File: src/rtl/tsc_pkg.sv
package tsc_pkg;
  localparam int CNT_W = 32;
  localparam int NSRC  = 6;

  // Source index doubles as arbitration priority (lower index wins)
  localparam int SRC_WRAP = 0;
  localparam int SRC_HALF = 1;
  localparam int SRC_PUSH = 2;
  localparam int SRC_HWP  = 3;
  localparam int SRC_RX   = 4;
  localparam int SRC_TX   = 5;

  typedef struct packed {
    logic [3:0]       kind;
    logic [3:0]       msg;
    logic [15:0]      seq;
    logic [CNT_W-1:0] stamp;
  } tsc_evt_t;

  localparam logic [7:0] OFS_IDENT  = 8'h00;
  localparam logic [7:0] OFS_CTRL   = 8'h04;
  localparam logic [7:0] OFS_REFSEL = 8'h08;
  localparam logic [7:0] OFS_PUSH   = 8'h0C;
  localparam logic [7:0] OFS_LDVAL  = 8'h10;
  localparam logic [7:0] OFS_LDEN   = 8'h14;
  localparam logic [7:0] OFS_RAW    = 8'h20;
  localparam logic [7:0] OFS_MASKED = 8'h24;
  localparam logic [7:0] OFS_INTEN  = 8'h28;
  localparam logic [7:0] OFS_POP    = 8'h30;
  localparam logic [7:0] OFS_EVLO   = 8'h34;
  localparam logic [7:0] OFS_EVHI   = 8'h38;

  // Type code stored for each source
  function automatic logic [3:0] kind_of(input int src);
    case (src)
      SRC_WRAP: return 4'd1;
      SRC_HALF: return 4'd2;
      SRC_PUSH: return 4'd0;
      SRC_HWP:  return 4'd3;
      SRC_RX:   return 4'd4;
      SRC_TX:   return 4'd5;
      default:  return 4'd0;
    endcase
  endfunction

  function automatic logic [CNT_W-1:0] wrap_stamp();
    return '0;
  endfunction

  function automatic logic [CNT_W-1:0] half_stamp();
    return {1'b1, {(CNT_W-1){1'b0}}};
  endfunction

  function automatic logic [31:0] pack_high(input tsc_evt_t e);
    return {8'h00, e.kind, e.msg, e.seq};
  endfunction
endpackage

File: src/rtl/tsc_counter.sv
module tsc_counter
  import tsc_pkg::*;
#(
  parameter int W = CNT_W
) (
  input  logic         clk,
  input  logic         rst_n,
  input  logic         en,
  input  logic         load,
  input  logic [W-1:0] load_val,
  output logic [W-1:0] cnt,
  output logic         wrap_ev,
  output logic         half_ev
);
  localparam logic [W-1:0] TOP = '1;
  localparam logic [W-1:0] MID = TOP >> 1;

  always_ff @(posedge clk or negedge rst_n) begin
    if (!rst_n)    cnt <= '0;
    else if (load) cnt <= load_val;
    else if (en)   cnt <= cnt + 1'b1;
  end

  // Transitions caused by the increment only; a load suppresses both
  always_comb begin
    wrap_ev = en & ~load & (cnt == TOP);
    half_ev = en & ~load & (cnt == MID);
  end
endmodule

File: src/rtl/tsc_evt_arb.sv
module tsc_evt_arb
  import tsc_pkg::*;
#(
  parameter int N = NSRC
) (
  input  logic                 clk,
  input  logic                 rst_n,
  input  logic [N-1:0]         raise,
  input  tsc_evt_t [N-1:0]     ev_in,
  output logic                 out_valid,
  output tsc_evt_t             out_evt,
  output logic [N-1:0]         grant,
  output logic [N-1:0]         held_v,
  output logic                 collide
);
  tsc_evt_t [N-1:0] held_d;
  logic [N-1:0]     coll;

  function automatic logic [N-1:0] first_set(input logic [N-1:0] v);
    logic [N-1:0] r;
    logic         seen;
    r    = '0;
    seen = 1'b0;
    for (int k = 0; k < N; k++) begin
      if (v[k] && !seen) begin
        r[k] = 1'b1;
        seen = 1'b1;
      end
    end
    return r;
  endfunction

  assign grant = first_set(held_v);

  generate
    for (genvar i = 0; i < N; i++) begin : g_slot
      logic     v_q;
      tsc_evt_t d_q;
      always_ff @(posedge clk or negedge rst_n) begin
        if (!rst_n) begin
          v_q <= 1'b0;
          d_q <= '0;
        end else begin
          v_q <= (v_q & ~grant[i]) | raise[i];
          if (raise[i] && (!v_q || grant[i])) d_q <= ev_in[i];
        end
      end
      assign held_v[i] = v_q;
      assign held_d[i] = d_q;
      assign coll[i]   = raise[i] & v_q & ~grant[i];
    end
  endgenerate

  always_comb begin
    out_evt = '0;
    for (int k = 0; k < N; k++) begin
      if (grant[k]) out_evt = out_evt | held_d[k];
    end
  end

  assign out_valid = |held_v;
  assign collide   = |coll;
endmodule

File: src/rtl/tsc_evt_fifo.sv
module tsc_evt_fifo
  import tsc_pkg::*;
#(
  parameter int DEPTH = 16,
  localparam int LW = $clog2(DEPTH + 1)
) (
  input  logic          clk,
  input  logic          rst_n,
  input  logic          push,
  input  tsc_evt_t      din,
  input  logic          pop,
  output tsc_evt_t      head,
  output logic          empty,
  output logic          push_ok,
  output logic          pop_ok,
  output logic          drop,
  output logic [LW-1:0] level
);
  localparam int AW = $clog2(DEPTH);

  tsc_evt_t        mem [DEPTH];
  logic [AW-1:0]   wr_ptr;
  logic [AW-1:0]   rd_ptr;
  logic            full;

  function automatic logic [AW-1:0] step(input logic [AW-1:0] p);
    return (p == AW'(DEPTH - 1)) ? '0 : p + 1'b1;
  endfunction

  assign full    = (level == LW'(DEPTH));
  assign empty   = (level == '0);
  assign push_ok = push & ~full;
  assign drop    = push & full;
  assign pop_ok  = pop & ~empty;
  assign head    = mem[rd_ptr];

  always_ff @(posedge clk) begin
    if (push_ok) mem[wr_ptr] <= din;
  end

  always_ff @(posedge clk or negedge rst_n) begin
    if (!rst_n) begin
      wr_ptr <= '0;
      rd_ptr <= '0;
      level  <= '0;
    end else begin
      if (push_ok) wr_ptr <= step(wr_ptr);
      if (pop_ok)  rd_ptr <= step(rd_ptr);
      level <= level + LW'(push_ok) - LW'(pop_ok);
    end
  end
endmodule

File: src/rtl/tsc_event_unit.sv
module tsc_event_unit
  import tsc_pkg::*;
#(
  parameter int          FIFO_DEPTH = 16,
  parameter int          REFSEL_W   = 5,
  parameter logic [31:0] ID_VALUE   = 32'h4E8A_0101
) (
  input  logic        clk,
  input  logic        rst_n,
  input  logic        bus_we,
  input  logic [7:0]  bus_addr,
  input  logic [31:0] bus_wdata,
  output logic [31:0] bus_rdata,
  input  logic        hw_push_i,
  input  logic        rx_stb_i,
  input  logic [15:0] rx_seq_i,
  input  logic [3:0]  rx_msg_i,
  input  logic        tx_stb_i,
  input  logic [15:0] tx_seq_i,
  input  logic [3:0]  tx_msg_i,
  output logic        irq_o
);
  localparam int LVL_W = $clog2(FIFO_DEPTH + 1);

  logic                en_q, ovf_q, inten_q;
  logic [REFSEL_W-1:0] refsel_q;
  logic [CNT_W-1:0]    loadval_q;
  logic [CNT_W-1:0]    cnt_q;

  // Named internal events, also observed by the bound checker
  logic                push_cmd, load_cmd, pop_cmd, ctrl_wr;
  logic                wrap_ev, half_ev;
  logic [NSRC-1:0]     raise;
  tsc_evt_t [NSRC-1:0] ev_in;
  logic                arb_valid, arb_collide;
  tsc_evt_t            arb_evt;
  logic [NSRC-1:0]     arb_grant, slot_v;
  tsc_evt_t            fifo_head;
  logic                fifo_empty, fifo_push_ok, fifo_pop_ok, fifo_drop;
  logic [LVL_W-1:0]    fifo_level;
  logic                raw_st, masked_st;

  function automatic logic wr_hit(input logic we, input logic [7:0] a,
                                  input logic [7:0] ofs);
    return we && (a == ofs);
  endfunction

  assign ctrl_wr  = wr_hit(bus_we, bus_addr, OFS_CTRL);
  assign push_cmd = wr_hit(bus_we, bus_addr, OFS_PUSH) & bus_wdata[0];
  assign load_cmd = wr_hit(bus_we, bus_addr, OFS_LDEN) & bus_wdata[0];
  assign pop_cmd  = wr_hit(bus_we, bus_addr, OFS_POP)  & bus_wdata[0];

  always_ff @(posedge clk or negedge rst_n) begin
    if (!rst_n) begin
      en_q      <= 1'b0;
      inten_q   <= 1'b0;
      refsel_q  <= '0;
      loadval_q <= '0;
    end else if (bus_we) begin
      case (bus_addr)
        OFS_CTRL:   en_q      <= bus_wdata[0];
        OFS_INTEN:  inten_q   <= bus_wdata[0];
        OFS_REFSEL: refsel_q  <= bus_wdata[REFSEL_W-1:0];
        OFS_LDVAL:  loadval_q <= bus_wdata;
        default: ;
      endcase
    end
  end

  always_ff @(posedge clk or negedge rst_n) begin
    if (!rst_n)                         ovf_q <= 1'b0;
    else if (fifo_drop || arb_collide)  ovf_q <= 1'b1;
    else if (ctrl_wr && bus_wdata[1])   ovf_q <= 1'b0;
  end

  tsc_counter #(.W(CNT_W)) u_cnt (
    .clk      (clk),
    .rst_n    (rst_n),
    .en       (en_q),
    .load     (load_cmd),
    .load_val (loadval_q),
    .cnt      (cnt_q),
    .wrap_ev  (wrap_ev),
    .half_ev  (half_ev)
  );

  always_comb begin
    raise           = '0;
    raise[SRC_WRAP] = wrap_ev;
    raise[SRC_HALF] = half_ev;
    raise[SRC_PUSH] = en_q & push_cmd;
    raise[SRC_HWP]  = en_q & hw_push_i;
    raise[SRC_RX]   = en_q & rx_stb_i;
    raise[SRC_TX]   = en_q & tx_stb_i;
    for (int s = 0; s < NSRC; s++) begin
      ev_in[s].kind  = kind_of(s);
      ev_in[s].msg   = '0;
      ev_in[s].seq   = '0;
      ev_in[s].stamp = cnt_q;
    end
    ev_in[SRC_WRAP].stamp = wrap_stamp();
    ev_in[SRC_HALF].stamp = half_stamp();
    ev_in[SRC_RX].msg     = rx_msg_i;
    ev_in[SRC_RX].seq     = rx_seq_i;
    ev_in[SRC_TX].msg     = tx_msg_i;
    ev_in[SRC_TX].seq     = tx_seq_i;
  end

  tsc_evt_arb #(.N(NSRC)) u_arb (
    .clk       (clk),
    .rst_n     (rst_n),
    .raise     (raise),
    .ev_in     (ev_in),
    .out_valid (arb_valid),
    .out_evt   (arb_evt),
    .grant     (arb_grant),
    .held_v    (slot_v),
    .collide   (arb_collide)
  );

  tsc_evt_fifo #(.DEPTH(FIFO_DEPTH)) u_fifo (
    .clk     (clk),
    .rst_n   (rst_n),
    .push    (arb_valid),
    .din     (arb_evt),
    .pop     (pop_cmd),
    .head    (fifo_head),
    .empty   (fifo_empty),
    .push_ok (fifo_push_ok),
    .pop_ok  (fifo_pop_ok),
    .drop    (fifo_drop),
    .level   (fifo_level)
  );

  assign raw_st    = ~fifo_empty;
  assign masked_st = raw_st & inten_q;
  assign irq_o     = masked_st;

  always_comb begin
    case (bus_addr)
      OFS_IDENT:  bus_rdata = ID_VALUE;
      OFS_CTRL:   bus_rdata = {30'b0, ovf_q, en_q};
      OFS_REFSEL: bus_rdata = {{(32-REFSEL_W){1'b0}}, refsel_q};
      OFS_LDVAL:  bus_rdata = loadval_q;
      OFS_RAW:    bus_rdata = {31'b0, raw_st};
      OFS_MASKED: bus_rdata = {31'b0, masked_st};
      OFS_INTEN:  bus_rdata = {31'b0, inten_q};
      OFS_EVLO:   bus_rdata = fifo_empty ? 32'h0 : fifo_head.stamp;
      OFS_EVHI:   bus_rdata = fifo_empty ? 32'h0 : pack_high(fifo_head);
      default:    bus_rdata = 32'h0;
    endcase
  end
endmodule

File: config.mk
export PLATFORM = sky130hd
export DESIGN_NAME = tsc_event_unit
export DESIGN_NICKNAME = d
export VERILOG_FILES = /design/src/rtl/tsc_pkg.sv /design/src/rtl/tsc_counter.sv /design/src/rtl/tsc_evt_arb.sv /design/src/rtl/tsc_evt_fifo.sv /design/src/rtl/tsc_event_unit.sv
export SDC_FILE = /design/constraint.sdc
export NUM_CORES = 1
export LEC_CHECK = 0
export BUFFER_PORTS_ARGS = -buffer_cell sky130_fd_sc_hd__buf_4
export CAP_MARGIN = 20
export CELL_PAD_IN_SITES_DETAIL_PLACEMENT = 1
export CELL_PAD_IN_SITES_GLOBAL_PLACEMENT = 1
export CORE_MARGIN = 2
export CORE_UTILIZATION = 55
export CTS_CLUSTER_SIZE = 30
export DETAILED_ROUTE_END_ITERATION = 10
export PLACE_DENSITY = 0.91
export SLEW_MARGIN = 0
export SYNTH_ARGS = -nofsm -noshare
export SYNTH_HDL_FRONTEND = slang
export SYNTH_SLANG_ARGS = --single-unit
File: constraint.sdc
create_clock -name clk -period 8.2 [get_ports clk]
set_input_delay 0.82 -clock clk [delete_from_list [all_inputs] [get_ports clk]]
set_output_delay 0.82 -clock clk [all_outputs]
set_load 0.02 [all_outputs]
======== Yosys cells after proc, flatten, opt, wreduce, memory -nomap -nowiden ========
Memory sizes are Yosys's and may differ from the RTL's.
Index checks and enable logic that the tools add are counted.
Widths: inputs -> output; s select.
word-level totals
  flip-flop bits (word level) ............. 264
  bits in writable memories ............... 896
  input port bits ......................... 86
  output and inout port bits .............. 33
  logic and storage cells ................. 173
  memories ................................ 1
operators by class
  add/sub/neg operators ................... 5
  equality and inequality tests ........... 16
  muxes and demuxes ....................... 27
  bitwise gates (word level) .............. 52
  reductions and logical operators ........ 44
memory list
  name        words  bits a word  rd ports  clocked after Yosys merged registers in  write ports  RTL line            RTL
  u_fifo.mem  16     56           1         0                                        1            tsc_evt_fifo.sv:21  tsc_evt_t mem [DEPTH];
operator list
  kind                   number
  $pmux 32 s9            1
  $mux 56                5
  $or 56x55->56          2
  $mux 32                3
  $or 56x32->56          1
  $or 56x54->56          1
  $or 53x54->54          1
  $mux 53                1
  $eq 8x6->1 const B     6
  $add 32x1->32 const B  1
  $and 1x1->1            32
  $eq 32x31->1 const B   1
  $eq 32x32->1 const B   1
  $mux 24                1
  $eq 8x4->1 const B     2
  $eq 8x5->1 const B     2
  $logic_and 1x1->1      16
  $mux 1                 14
  $reduce_or 6->1        2
  $logic_not 1->1        11
  $not 1->1              9
  $add 4x1->4 const B    2
  $eq 4x4->1 const B     2
  $eq 8x3->1 const B     1
  10 further kinds       26

======== Longest topological paths before layout ========
Gate-level depths: netlist (run 1).
  depth after elaboration ................. 21
  gate-level depth with buffers ........... 16

======== Cells and area by module ========
A second synthesis (run 1) with hierarchy kept.
second synthesis, totals
  cells, all modules ...................... 3489
  area total of the unflattened synthesis .. 56078.8 um2
by module, submodules not included
  module          times used  cells each  area each (um2)
  tsc_evt_fifo    1           1706        35429.0
  tsc_evt_arb     1           1342        16344.4
  tsc_event_unit  1           231         2362.3
  tsc_counter     1           210         1943.1

======== Worst setup path after synthesis (run 1) ========
Ideal clock, no wire load.
  kind .................................... register to register
  from .................................... register u_arb.g_slot[1].v_q
  to ...................................... memory u_fifo.mem[3][0] (netlist name) (enable)
  setup time .............................. 0.535 ns
  data arrival time ....................... 5.147 ns
  required time ........................... 7.665 ns
  slack ................................... 2.518 ns
  stages on the path, launching flop included .. 8
  path buffers ............................ 2
  period minus slack after synthesis ...... 5.682 ns
  cells stage by stage .................... dfrtp_1 clkbuf_1 or4_1 buf_2 nor3_1 nor2_1 nand2_1 nor3_1
on the way
  longest elaborated chain between the ends .. 4
ends and longest elaborated chain
  element                       RTL line            RTL
  start, declared               tsc_evt_arb.sv:37   logic v_q;
  start signal, assigned        tsc_evt_arb.sv:44   v_q <= (v_q & ~grant[i]) | raise[i];
  $reduce_or 6->1               tsc_evt_arb.sv:61   assign out_valid = |held_v;
  $and 1x1->1                   tsc_evt_fifo.sv:32  assign push_ok = push & ~full;
  $mux 1                        tsc_evt_fifo.sv:38  if (push_ok) mem[wr_ptr] <= din;
  $mux 1 (not written as such)  tsc_evt_fifo.sv:38
  end, declared                 tsc_evt_fifo.sv:21
Every way passes these cells.

======== Worst setup path after layout (run 1) ========
  from .................................... register u_fifo.rd_ptr[1]
  to ...................................... output port bus_rdata[3]
on the way
  longest elaborated chain between the ends .. 3
  elaborated cells between the ends (all ways) .. 4
ends and longest elaborated chain
  element                                    RTL line                                      RTL
  start, declared                            tsc_evt_fifo.sv:23                            logic [AW-1:0] rd_ptr;
  start signal, assigned                     tsc_evt_fifo.sv:48                            if (pop_ok) rd_ptr <= step(rd_ptr);
  $mem_v2 16x56 *                            --
  $mux 24 / $mux 32 (equally long branches)  tsc_event_unit.sv:149, tsc_event_unit.sv:148
  $pmux 32 s9 *                              tsc_event_unit.sv:140                         case (bus_addr)
  end, declared                              tsc_event_unit.sv:13                          output logic [31:0] bus_rdata,
Every way passes the cells marked *; elsewhere a longest branch is shown, timed or not.

==> results of run 1 <==
==> kinds of logic (layout without fill, tap and decap cells) <==
| logic type | count (synthesis) | in the layout | share of synthesized area |
|---|---|---|---|
| AOI/OAI and AO/OA | 202 | 202 | 0.0307 |
| buffers and inverters | 165 | 402 | 0.0187 |
| xor gates and xnor gates | 36 | 36 | 0.00686 |
| muxes | 531 | 531 | 0.185 |
| other | 0 | 1 | 0 |
| adders and majority gates | 13 | 13 | 0.00370 |
| DFF | 1144 | 1144 | 0.719 |
| and+or+nand+nor | 327 | 327 | 0.0362 |
==> critical path, cell delays in order (launching register included) <==
cell and delay, ns:
dfrtp_4 1.05, buf_12 0.48, mux4_2 0.43, mux2i_1 0.24, nor2_1 0.09, or3_1 0.51, buf_4 0.21
==> path summary, 6_finish.rpt <==
path                       slack (ns)                     from                       to  cells after the start
hold / removal                   0.15                    rst_n            loadval_q[14]                      1
hold reg to reg                  0.51  u_arb.g_slot[4].d_q[54]  u_arb.g_slot[4].d_q[54]                      1
setup reg to reg                 4.00      u_arb.g_slot[0].v_q         u_fifo.mem[4][4]                      6
setup / recovery                 3.22         u_fifo.rd_ptr[1]             bus_rdata[3]                      6
max in group asynchronous        6.51                    rst_n  u_arb.g_slot[4].d_q[45]                      2
min in group clk                 0.36            bus_wdata[20]            loadval_q[20]                      2
==> where the power goes <==
group,switching [mW],internal (mW),total (mW)
registers,0.476,6.67,7.15
logic,0.668,0.532,1.20
clock network,2.30,3.04,5.34
==> synth_stat cells (4+ instances only) <==
| library cell | instances | share of area |
|---|---|---|
| edfxtp_1 | 880 | 0.58 |
| dfrtp_1 | 264 | 0.14 |
| mux4_2 | 220 | 0.11 |
| mux2_2 | 162 | 0.040 |
| nand2_1 | 148 | 0.012 |
| mux2i_1 | 101 | 0.022 |
| nor2_1 | 62 | 0.0051 |
| o21ai_0 | 61 | 0.0066 |
| buf_2 | 59 | 0.0064 |
| mux2_4 | 43 | 0.014 |
| clkbuf_1 | 39 | 0.0032 |
| a222oi_1 | 33 | 0.0072 |
| xnor2_1 | 30 | 0.0057 |
| inv_1 | 23 | 0.0019 |
| a22o_1 | 22 | 0.0042 |
| o22ai_1 | 21 | 0.0029 |
| a21oi_1 | 20 | 0.0022 |
| nor3_1 | 18 | 0.0020 |
| buf_4 | 17 | 0.0028 |
| or3_1 | 17 | 0.0023 |
| nand3_1 | 14 | 0.0015 |
| buf_6 | 13 | 0.0032 |
| ha_1 | 12 | 0.0033 |
| buf_1 | 11 | 0.00090 |
| o21ai_1 | 11 | 0.0012 |
| nand4_1 | 10 | 0.0014 |
| a22oi_1 | 7 | 0.0011 |
| nand2b_1 | 7 | 0.00095 |
| or4_1 | 6 | 0.00098 |
| xor2_1 | 6 | 0.0011 |
| a2111o_1 | 5 | 0.0012 |
| and3_1 | 5 | 0.00068 |
| mux2_1 | 5 | 0.0012 |
| o21a_1 | 5 | 0.00082 |
| and2_1 | 4 | 0.00054 |
| nor4b_1 | 4 | 0.00076 |
==> state kept, by name, indices dropped and copies added, names as in the netlist <==
name	count
u_cnt.cnt	32
u_arb.g_slot.d_q	173
u_fifo.level	5
u_fifo.mem	880
ovf_q	1
u_arb.g_slot.v_q	6
u_fifo.wr_ptr	4
en_q	1
loadval_q	32
inten_q	1
u_fifo.rd_ptr	4
refsel_q	5
==> per-stage QoR <==
stage	worst slack [ns]	instances
CTS	3.30	3721
finish	3.22	3726
floorplan	2.52	2418
detailed placement	4.08	3515
global route	3.22	3725
global placement	3.79	3514
==> area by class of cell <==
class | count | area, µm² | area share
flip-flops and latches | 1144 | 33000 | 0.638
multi-input cells | 1109 | 12200 | 0.236
clock buffers | 150 | 3120 | 0.0601
repair buffers | 173 | 1420 | 0.0275
well taps | 1070 | 1340 | 0.0258
clock inverters | 56 | 606 | 0.0117
inverters | 23 | 86.3 | 0.00167
diodes | 1 | 2.50 | 0.0000483
==> layer usage <==
layer | track usage | vias up | wire length [µm]
met3 | 0.0725 | 504 | 14600
met5 | 0 | - | 22
met2 | 0.549 | 2167 | 70700
met1 | 0.435 | 13950 | 50500
met4 | 0.188 | 4 | 8430
li1 | - | 9925 | -
==> impl_metrics.json, run 1 <==
{
  "async_flop_share": 0.231,
  "start_kind": "flip-flop",
  "ys_types": 73,
  "die_h_um": 293,
  "grt.total_usage": 0.340,
  "dieArea_um2": 85900,
  "fp.coreArea_um2": 82400,
  "final_common_cell": "edfxtp_1",
  "crit_required_ns": 7.38,
  "p_leak_nw": 18.1,
  "cts_buffers": 111,
  "fin_crit_sh": 0.607,
  "ys_seq_elements": 1144,
  "cp_max_fo": 122,
  "syn_area_per_cell_um2": 19.0,
  "finalWeightedCongestion": 0.808,
  "status": "finished, final reports clean",
  "grt_overflow_total": 0,
  "vias": 26550,
  "wirelength_um": 144000,
  "drt_iter0_drc": 4154,
  "grt_antenna_before_repair": 3,
  "area_growth_pct": 12.8,
  "arrival_ns": 4.16,
  "post-dp-hpwl_um": 73300,
  "synthCells": 2418,
  "yosysWarnings": 0,
  "firstDrtPassIters": 8,
  "antenna_left": 0,
  "cts_setup_buffers": 0,
  "setup_viol": 0,
  "syn_nets": 2517,
  "final_cell_mix": "880 x edfxtp_1, 261 x dfrtp_1, 220 x mux4_2, 162 x mux2_2, 162 x buf_4",
  "total_power_mw": 13.7,
  "endpoint_kind": "output pin",
  "max_clock_freq_mhz": 201,
  "vias_per_cell": 7.13,
  "setup_tns_ns": 0,
  "rsz0062_at_grt": "false",
  "finClkSkew_ns": 0.0370,
  "placed_area_um2": 48000,
  "fill_cells": 6797,
  "route.detailed.drc": 0,
  "hold_path.class": "input pin to asynchronous set/reset pin",
  "grt_max_degree": 160,
  "syn_area_um2": 45900,
  "synth_edf_count": 880,
  "finalHoldViolations": 0,
  "ys_seq_area_frac": 0.719,
  "post-route-util": 0.629,
  "portBuffers": 118,
  "cts_resized": 0,
  "dieWidth_um": 293,
  "grt_pass1_vias": 28451,
  "cts_sinks": 1144,
  "cap_violations": 0,
  "fin_nets": 2661,
  "grt_pass1_wl_um": 207000,
  "wl_per_cell_um": 38.7,
  "rows": 105,
  "worst-slew-pin-transition_ns": 1.18,
  "critPathKind": "flip-flop to output pin",
  "htreeDepth": 3,
  "period_needed_ns": 4.98,
  "fin_area_um2": 51800,
  "power_density_nw_per_um2": 264,
  "cts-root-buf": "clkbuf_16",
  "drive_gt1_frac": 0.308,
  "synthFlopType": "edfxtp_1",
  "clk_pin_slew_worst_paths_ns": 0.06,
  "maxSlewViolCount": 0,
  "cts_tree": "done",
  "initial_core_util": 0.558,
  "pin_count": 119,
  "ir_worst_vdd_mv": 0.220,
  "slew_headroom": 0.211,
  "ctsLongestPathBuffers": 3,
  "clkLatencyLatePin_ns": 0.70,
  "whs_ns": 0.145,
  "ctsHoldBuffers": 0
}
No activity file was read; power rests on OpenSTA's default activity.
==> run 2, diff against run 1 <==
Clock period 8.2 ns to 5.1 ns, I/O delays scaled along.
==> impl_metrics.json, run 2 (synthesis results as in run 1) <==
{
  "p_seq_frac": 0.518,
  "crit_required_ns": 4.59,
  "cap_violations": 0,
  "ctsLongestPathBuffers": 3,
  "hold_end": "u_arb.g_slot[4].d_q[43]",
  "critPathKind": "flip-flop to output pin",
  "finalWeightedCongestion": 0.824,
  "slew_headroom": 0.229,
  "grt_overflow_total": 0,
  "portBuffers": 118,
  "p_leak_nw": 18.3,
  "endpoint_kind": "output pin",
  "hold_path.class": "input pin to flip-flop",
  "worst-slew-pin-transition_ns": 1.15,
  "final_cell_mix": "880 x edfxtp_1, 261 x dfrtp_1, 220 x mux4_2, 162 x mux2_2, 158 x buf_4",
  "grt_max_degree": 154,
  "post-dp-hpwl_um": 75600,
  "antenna_cells": 0,
  "wl_per_cell_um": 40.0,
  "rows": 105,
  "reg.largest.list": "u_fifo.mem: 880 flops, u_arb.g_slot.d_q: 173 flops",
  "regMostFlops": "u_fifo.mem",
  "area_growth_pct": 13.7,
  "htreeDepth": 3,
  "drive_gt1_frac": 0.308,
  "cts_sinks": 1144,
  "r2r_setup_slack_ns": 1.25,
  "power_density_nw_per_um2": 426,
  "worstRegToRegCells": 5,
  "fin_nets": 2679,
  "min_from": "rx_seq_i[11]",
  "fp.coreArea_um2": 82400,
  "post-route-util": 0.634,
  "drt_iter0_drc": 4260,
  "holdPathStages": 2,
  "r2r_end": "u_fifo.mem[5][51]",
  "start_kind": "flip-flop",
  "pre_cts_ws_ns": 1.50,
  "finalHoldViolations": 0,
  "initial_core_util": 0.558,
  "whs_ns": 0.0288,
  "rsz0062_at_grt": "false",
  "finClkSkew_ns": 0.0729,
  "multi_input_comb_area_um2": 12200,
  "max_clock_freq_mhz": 222,
  "cp_max_fo": 21,
  "grt.total_usage": 0.354,
  "grt_antenna_before_repair": 4,
  "clk_pin_slew_worst_paths_ns": 0.07,
  "ir_worst_vdd_mv": 0.325,
  "largest_reg_flops": 880,
  "cts_tree": "done",
  "dieArea_um2": 85900,
  "placed_area_um2": 48300,
  "die_h_um": 293,
  "cts_resized": 0,
  "power_frac_clock": 0.395,
  "route.detailed.drc": 0,
  "p_int_mw": 16.5,
  "timing.final.ws_setup_ns": 0.587,
  "firstDrtPassIters": 6,
  "p_sw_mw": 5.80,
  "arrival_ns": 4.00,
  "grt_pass1_wl_um": 215000,
  "r2r_start": "u_arb.g_slot[0].v_q",
  "wirelength_um": 150000,
  "final-seq-area_um2": 33000,
  "antenna_left": 0,
  "fill_cells": 6794,
  "vias": 27170,
  "clkLatencyLatePin_ns": 0.73,
  "fin_crit_sh": 0.885,
  "fin_area_um2": 52200,
  "period_needed_ns": 4.51,
  "status": "finished, final reports clean",
  "switching_share": 0.261,
  "cts-root-buf": "clkbuf_16",
  "pin_count": 119,
  "comb_power_share": 0.087,
  "vias_per_cell": 7.24,
  "grt_pass1_vias": 28780,
  "final_common_cell": "edfxtp_1",
  "maxSlewViolCount": 0,
  "dieWidth_um": 293,
  "setup_viol": 0,
  "cts_buffers": 114,
  "setup_tns_ns": 0
}
-- run 2: worst max path at each step --
stage,from,end,depth (start not counted)
final,u_fifo.level[3],bus_rdata[18],9
after global placement,u_fifo.level[3],bus_rdata[18],9
after CTS,u_fifo.level[3],bus_rdata[18],9
after detailed placement,u_fifo.level[3],bus_rdata[18],9
after floorplan,u_arb.g_slot[1].v_q,u_fifo.mem[15][0],7
after global routing,u_fifo.level[3],bus_rdata[18],9
-- run 2: power by group through the flow --
stage	clock, mW	sequential (mW)	combinational (mW)
finish	8.78	11.5	1.94
detailed placement	0	11.5	1.75
global placement	0	11.4	1.56
global route	9.10	11.5	2.03
floorplan	0	11.2	1.32
CTS	8.76	11.5	1.88
-- run 2: repair_timing --
action / 4_1_cts / 5_1_grt
endpoints found under the hold margin: 117 / 0
setup buffers: 0 / 0
hold buffers: 7 / 0
-- run 2: layout make-up --
| type | count | share of cell area |
|---|---|---|
| Inverter | 23 | 0.00165 |
| Sequential cell | 1144 | 0.633 |
| Clock buffer | 146 | 0.0583 |
| Tap cell | 1070 | 0.0256 |
| Clock inverter | 71 | 0.0147 |
| Timing Repair Buffer | 188 | 0.0328 |
| Multi-Input combinational cell | 1109 | 0.234 |
-- run 2: routing by layer --
metal,vias to the layer above,share of wire,GRT usage,wire length (µm)
li1,9979,-,-,-
met1,14095,0.35,0.462,51900
met2,2457,0.48,0.562,71600
met3,633,0.11,0.0777,17100
met4,6,0.062,0.191,9270
met5,-,0.00028,0,42
-- run 2: stage by stage --
stage | power (mW) | instances
floorplan | 12.5 | 2418
global placement | 13.0 | 3527
detailed placement | 13.3 | 3527
CTS | 22.1 | 3751
global route | 22.7 | 3751
finish | 22.3 | 3751
-- run 2: worst max-delay path: stages, from the launching register on --
cell     delay, ns
dfrtp_1       0.40
inv_1         0.10
ha_1          0.22
or4b_4        0.52
and2_1        0.19
nand3_2       0.70
buf_4         0.37
o22ai_1       0.16
or3_1         0.43
buf_4         0.20
